--- config.mk ---
export PLATFORM = sky130hd
export DESIGN_NAME = flash_pwr_ctl
export DESIGN_NICKNAME = d
export VERILOG_FILES = /design/src/rtl/fpc_pkg.sv /design/src/rtl/fpc_rst_sync.sv /design/src/rtl/fpc_regs.sv /design/src/rtl/fpc_hv_gate.sv /design/src/rtl/flash_pwr_ctl.sv
export SDC_FILE = /design/constraint.sdc
export NUM_CORES = 1
export LEC_CHECK = 0
export BUFFER_PORTS_ARGS = -buffer_cell sky130_fd_sc_hd__buf_2
export CORE_AREA = 2 2 39 41
export CTS_CLUSTER_SIZE = 24
export DETAILED_ROUTE_END_ITERATION = 10
export DIE_AREA = 0 0 41 43
export MAX_ROUTING_LAYER = met4
export PLACE_DENSITY_LB_ADDON = 0.3
export SYNTH_ARGS = -nofsm -noshare
export SYNTH_HDL_FRONTEND = slang
export SYNTH_HIERARCHICAL = 1
export SYNTH_SLANG_ARGS = --single-unit
--- constraint.sdc ---
create_clock -name clk -period 1.6 [get_ports clk]
set_input_delay 0.24 -clock clk [delete_from_list [all_inputs] [get_ports clk]]
set_output_delay 0.24 -clock clk [all_outputs]
set_load 0.02 [all_outputs]
--- src/rtl/fpc_pkg.sv ---
package fpc_pkg;
  // register select values
  localparam int unsigned ADR_CTRL = 0;
  localparam int unsigned ADR_PROG = 1;
  // control register field positions
  localparam int unsigned CTL_STOP = 0;
  localparam int unsigned CTL_FRZ  = 1;
  localparam int unsigned CTL_LOCK = 2;
  // program register field positions
  localparam int unsigned PRG_PE   = 0;

  typedef struct packed {
    logic stop;
    logic frz;
    logic lock;
    logic pe;
  } fpc_state_t;
endpackage

--- src/rtl/fpc_rst_sync.sv ---
module fpc_rst_sync #(
  parameter int unsigned STAGES = 2
) (
  input  logic clk,
  input  logic rst_n,
  output logic rst_sync_n
);
  localparam int unsigned N = (STAGES < 2) ? 2 : STAGES;

  logic [N-1:0] chain_q;

  genvar g;
  generate
    for (g = 0; g < N; g++) begin : g_stage
      always_ff @(posedge clk or negedge rst_n) begin
        if (!rst_n) chain_q[g] <= 1'b0;
        else if (g == 0) chain_q[g] <= 1'b1;
        else chain_q[g] <= chain_q[(g == 0) ? 0 : g-1];
      end
    end
  endgenerate

  assign rst_sync_n = chain_q[N-1];
endmodule

--- src/rtl/fpc_regs.sv ---
module fpc_regs
  import fpc_pkg::*;
#(
  parameter int unsigned ADDR_W = 1,
  parameter int unsigned DATA_W = 8
) (
  input  logic              clk,
  input  logic              rst_sync_n,
  input  logic              strap_pin,
  input  logic              shadow_stop,
  input  logic              wr_en,
  input  logic [ADDR_W-1:0] wr_addr,
  input  logic [DATA_W-1:0] wr_data,
  output fpc_state_t        st,
  output logic              init_done
);
  fpc_state_t st_q, st_d;
  logic       init_q;
  logic       st_en;
  logic       hit_ctrl, hit_prog;

  assign hit_ctrl = wr_en && (wr_addr == ADDR_W'(ADR_CTRL));
  assign hit_prog = wr_en && (wr_addr == ADDR_W'(ADR_PROG));

  // load once after reset release, then on writes
  assign st_en = !init_q || hit_ctrl || hit_prog;

  always_comb begin
    st_d = st_q;
    if (!init_q) begin
      st_d.stop = !strap_pin || shadow_stop;
      st_d.frz  = 1'b0;
      st_d.lock = 1'b0;
      st_d.pe   = 1'b0;
    end else if (hit_ctrl) begin
      st_d.stop = wr_data[CTL_STOP];
      if (!st_q.lock) st_d.frz = wr_data[CTL_FRZ];
      st_d.lock = st_q.lock | wr_data[CTL_LOCK];
    end else if (hit_prog) begin
      st_d.pe = wr_data[PRG_PE];
    end
  end

  always_ff @(posedge clk or negedge rst_sync_n) begin
    if (!rst_sync_n) begin
      st_q   <= '{stop: 1'b1, frz: 1'b0, lock: 1'b0, pe: 1'b0};
      init_q <= 1'b0;
    end else begin
      if (st_en) st_q <= st_d;
      if (!init_q) init_q <= 1'b1;
    end
  end

  assign st        = st_q;
  assign init_done = init_q;
endmodule

--- src/rtl/fpc_hv_gate.sv ---
module fpc_hv_gate
  import fpc_pkg::*;
(
  input  fpc_state_t st,
  input  logic       freeze_in,
  input  logic       ucode_mode,
  output logic       pe_volt_en,
  output logic       bus_ok,
  output logic       ucode_en
);
  logic frz_block;

  always_comb begin
    frz_block  = freeze_in && !st.frz;
    pe_volt_en = st.pe && !st.stop && !frz_block && !ucode_mode;
    bus_ok     = !st.stop;
    ucode_en   = ucode_mode;
  end
endmodule

--- src/rtl/flash_pwr_ctl.sv ---
module flash_pwr_ctl
  import fpc_pkg::*;
#(
  parameter int unsigned ADDR_W      = 1,
  parameter int unsigned DATA_W      = 8,
  parameter int unsigned SYNC_STAGES = 2
) (
  input  logic              clk,
  input  logic              rst_n,
  input  logic              strap_pin,
  input  logic              shadow_stop,
  input  logic              ucode_mode,
  input  logic              freeze_in,
  input  logic              wr_en,
  input  logic [ADDR_W-1:0] wr_addr,
  input  logic [DATA_W-1:0] wr_data,
  output logic              pe_volt_en,
  output logic              bus_ok,
  output logic              ucode_en
);
  logic       rst_sync_n;
  logic       init_done;
  fpc_state_t st;

  fpc_rst_sync #(.STAGES(SYNC_STAGES)) u_rst (
    .clk        (clk),
    .rst_n      (rst_n),
    .rst_sync_n (rst_sync_n)
  );

  fpc_regs #(.ADDR_W(ADDR_W), .DATA_W(DATA_W)) u_regs (
    .clk         (clk),
    .rst_sync_n  (rst_sync_n),
    .strap_pin   (strap_pin),
    .shadow_stop (shadow_stop),
    .wr_en       (wr_en),
    .wr_addr     (wr_addr),
    .wr_data     (wr_data),
    .st          (st),
    .init_done   (init_done)
  );

  fpc_hv_gate u_gate (
    .st         (st),
    .freeze_in  (freeze_in),
    .ucode_mode (ucode_mode),
    .pe_volt_en (pe_volt_en),
    .bus_ok     (bus_ok),
    .ucode_en   (ucode_en)
  );
endmodule

; ---- Yosys cells after proc, flatten, opt, wreduce, memory -nomap -nowiden
; Index checks and enable logic that the tools add are counted.
[totals]
regBits = 7
out_inout_bits = 3
elab_cells = 36
[op_classes]
n_eq_ne = 4
muxes = 5
n_bitwise = 2
n_reduce_logical = 18
[ops]
columns = op, n
row1 = $ne A2 B2 Y1 const B, 4
row2 = $logic_and A1 B1 Y1, 6
row3 = $logic_not A1 Y1, 6
row4 = $reduce_and A3 Y1, 2
row5 = $mux W4, 1
row6 = $logic_or A1 B1 Y1, 3
row7 = $mux W1, 3
row8 = $mux W3, 1
row9 = $reduce_and A2 Y1, 1
row10 = $not A1 Y1, 1
row11 = $or A1 B1 Y1, 1

; ---- Logic depth before layout (Yosys ltp)
[logic_depth]
depth_word = 5
ltp_mapped = 2
mapped_depth_nobuf = 2

; ---- Modules after synthesis
; The synthesis kept the hierarchy.
[by_module_without_submodules]
columns = module, instances, cells_each, area_each_um2, seq_area_each_um2
row1 = fpc_regs, 1, 20, 241.5, 126.4
row2 = fpc_rst_sync, 1, 3, 53.8, 50.0
row3 = fpc_hv_gate, 1, 4, 40.0, 0.0

; ---- Worst setup path before layout
; No wires, ideal clock.
[synth_path]
kind = register to output
start = register u_regs.st_q, in the netlist u_regs/st[2]
end = output port pe_volt_en
arrival_ps = 870
path_slack_ps = 490
path_stages_with_launch = 3
path_cell_list = dfrtp_1 -> nor2b_4 -> nor4b_2
[synth_between]
elab_chain_cells = 5
[synth_lines]
columns = element, line_no
row1 = start: declaration, fpc_regs.sv:17  ; fpc_state_t st_q, st_d;
row2 = start signal: assignment, fpc_regs.sv:46  ; st_q <= '{stop: 1'b1, frz: 1'b0, lock: 1'b0, pe: 1'b0};
row3 = start signal: assignment, fpc_regs.sv:49  ; if (st_en) st_q <= st_d;
row4 = $logic_not A1 Y1, fpc_hv_gate.sv:14  ; frz_block = freeze_in && !st.frz;
row5 = $logic_and A1 B1 Y1, fpc_hv_gate.sv:14
row6 = $logic_not A1 Y1, fpc_hv_gate.sv:15  ; pe_volt_en = st.pe && !st.stop && !frz_block && !ucode_mode;
row7 = $logic_and A1 B1 Y1 (2 in a row), fpc_hv_gate.sv:15
row8 = end: declaration, flash_pwr_ctl.sv:17  ; output logic pe_volt_en,
; No other way between the ends.

; ---- Final worst setup path
; Same ends and word-level chain as after synthesis.

==> metrics.csv <==
metric,value,unit
status,"finished, final reports clean",
IO Count,19,
combinational power share,0.117,
most frequent cells in the layout,"buf_2 (13), dfrtp_1 (6), clkbuf_4 (3)",
drt drc,0,
WL per Instance,8.78,microns
M1 WL,222,microns
CP bufs+invs,1,
Final ANT Viol Nets,0,
Syn Inst Count,27,
met2 WL,273,microns
Psw,0.0909,mW
Synth Warn #,6,
clk sink count,7,
Flop pwr share,0.495,
max layer used,met3,
Leakage,0.225,nW
Die Span X,41,microns
Num CTS Buffers,3,
vias in the first global route,234,
nature of the critical path endpoint,primary output,
first-pass GRT wire length,931,microns
met3 WL post-DR,31,microns
Post-Syn Area per Cell,12.4,sq um
min cycle time layout,1300,ps
"Critical Path, Cell by Cell",nor2b_4 > nor4b_2 > buf_2,
"flops & latches, synth",7,
CTS tree,done,
starting DRC count in detailed routing,4,
clk slew on worst S/H paths,50,ps
Final Max Tran Viols,0,
period utilization,0.814,
via count,246,
starting density of the core,0.242,
reg2reg end,u_regs/st[2]$_DFFE_PN0P_,
CTS root buffer,clkbuf_4,
maximum buffer depth of the clock tree,2,
final setup fails,0,
Die ar.,1760,sq um
Pint,0.311,mW
critical path's largest stage delay,390,ps
nets,61,
Post-Place Cell Area,413,sq um
RSZ-0062 raised after global routing,no,
CP Max Fanout,2,
GRT Total Usage,0.0831,
Area Growth Syn to Fin,34.0,%
Max Fclk,768,MHz
share of layout cells above drive strength 1,0.500,
R2R depth,2,
Mapped Nets,43,
worst r2r src,u_regs/st[1]$_DFFE_PN0P_,
cell family with most CP delay,flip-flops,
"Distinct cells, synth",18,
hold crit path type,reg -> async,
"Clk Latency, worst-skew pair",240,ps
Worst IR Drop VDD,0.550,mV
sequential area share after synthesis,0.526,
Critical Path RT,1360,ps
critical path arrival,1060,ps
n_diodes,0,
WS Path Type,reg -> out,
Switching Share,0.226,
final wirelength,527,microns
routability congestion estimate,0.612,
routed vias/inst,4.10,
"Slowest-stage cell, CP",dfrtp_1,
P per Cell Area,895,nW/um^2
clock skew,3.06,ps
number of port buffers,13,
"commonest non-fill, non-tap cell in the layout",buf_2,
R2R Setup Slk,640,ps
detailed placement HPWL,418,microns
maxcap violations,0,
setup_tns,0,ps
Clock Power Share,0.388,
grt ovf,0,
CP startpoint kind,register,
fin area,449,sq um
largest net degree at the start of global routing,8,
initial antenna violation count,0,
"Core Util, Final",0.325,
final hold vios,0,
FP Rows,14,
Die Y,43,microns
Mapped Area,335,sq um
CORE AREA,1380,sq um
Pre-antenna DRT Iters,2,
H-Tree Depth,1,
worst register-to-register path, stage by stage (launching register included):
cell	delay, ps
dfrtp_1	380
nor3b_1	300
mux2i_1	210
synth_stat cells:
library cell	number	area, sq um
and3_2	1	7.51
dfstp_2	1	26.3
and4bb_1	1	12.5
buf_4	1	7.51
and3b_2	1	10.0
nor4b_2	1	15.0
conb_1	2	7.51
dfrtp_1	6	150
a21boi_0	1	7.51
inv_1	1	3.75
nor2b_4	1	13.8
or2b_1	1	7.51
nor3b_1	2	15.0
o21a_1	2	15.0
nor2b_1	1	6.26
mux2i_1	1	10.0
nand2_1	2	7.51
a211oi_2	1	12.5
layout make-up:
cell class	instances	area (sq um)
fill	163	935
sequential	7	176
multi-input combinational	18	148
timing repair buffer	14	75.1
clock buffer	4	26.3
tap	16	20.0
inverter	1	3.75
worst max-delay path by stage:
stage / start / depth (start not counted) / endpoint
5_1_grt: u_regs/st[2]$_DFFE_PN0P_ / 3 / pe_volt_en
3_3_place_gp: freeze_in / 4 / pe_volt_en
2_1_floorplan: u_regs/st[2]$_DFFE_PN0P_ / 2 / pe_volt_en
6_report: u_regs/st[2]$_DFFE_PN0P_ / 3 / pe_volt_en
3_5_place_dp: freeze_in / 4 / pe_volt_en
4_1_cts: u_regs/st[2]$_DFFE_PN0P_ / 3 / pe_volt_en
metrics by stage:
step	worst slack [ps]	std cells	hold slack, ps	power (mW)
floorplan	490	27	-55.6	0.227
global placement	538	55	28.5	0.247
detailed placement	526	55	28.7	0.248
CTS	280	60	90.7	0.414
global route	196	60	100	0.434
finish	298	60	74.5	0.402
logic make-up (layout without fill, tap and decap cells):
logic type,count (synthesis),count (layout),share of synthesized area
mux,1,1,0.0299
flops,7,7,0.526
other cells,2,2,0.0224
buf+inv,2,19,0.0336
simple gates,11,11,0.284
compound gates,4,4,0.104
power by group through the flow:
stage          Sequential [mW]  Combinational (mW)  Clock, mW
3_3_place_gp             0.202              0.0453          0
6_report                 0.199              0.0470      0.156
5_1_grt                  0.201              0.0531      0.181
3_5_place_dp             0.202              0.0455          0
2_1_floorplan            0.199              0.0272          0
4_1_cts                  0.199              0.0476      0.167
registers in the layout (all words and copies together), names as in the netlist:
name,count
u_regs/st,4
u_regs/init_done,1
u_rst/chain_q,1
u_rst/rst_sync_n,1
repair_timing:
| item | CTS | global route |
|---|---|---|
| hold buffers | 1 | 0 |
| setup buffers | 0 | 0 |
| hold endpoints to repair | 2 | 0 |
| resized for setup | 0 | 0 |
layer usage:
metal  GRT usage  vias up
met2       0.109        6
met4      0.0200        0
li1            -      123
met3      0.0628        0
met5           -        -
met1      0.0993      117
No activity file was read; power rests on OpenSTA's default activity.
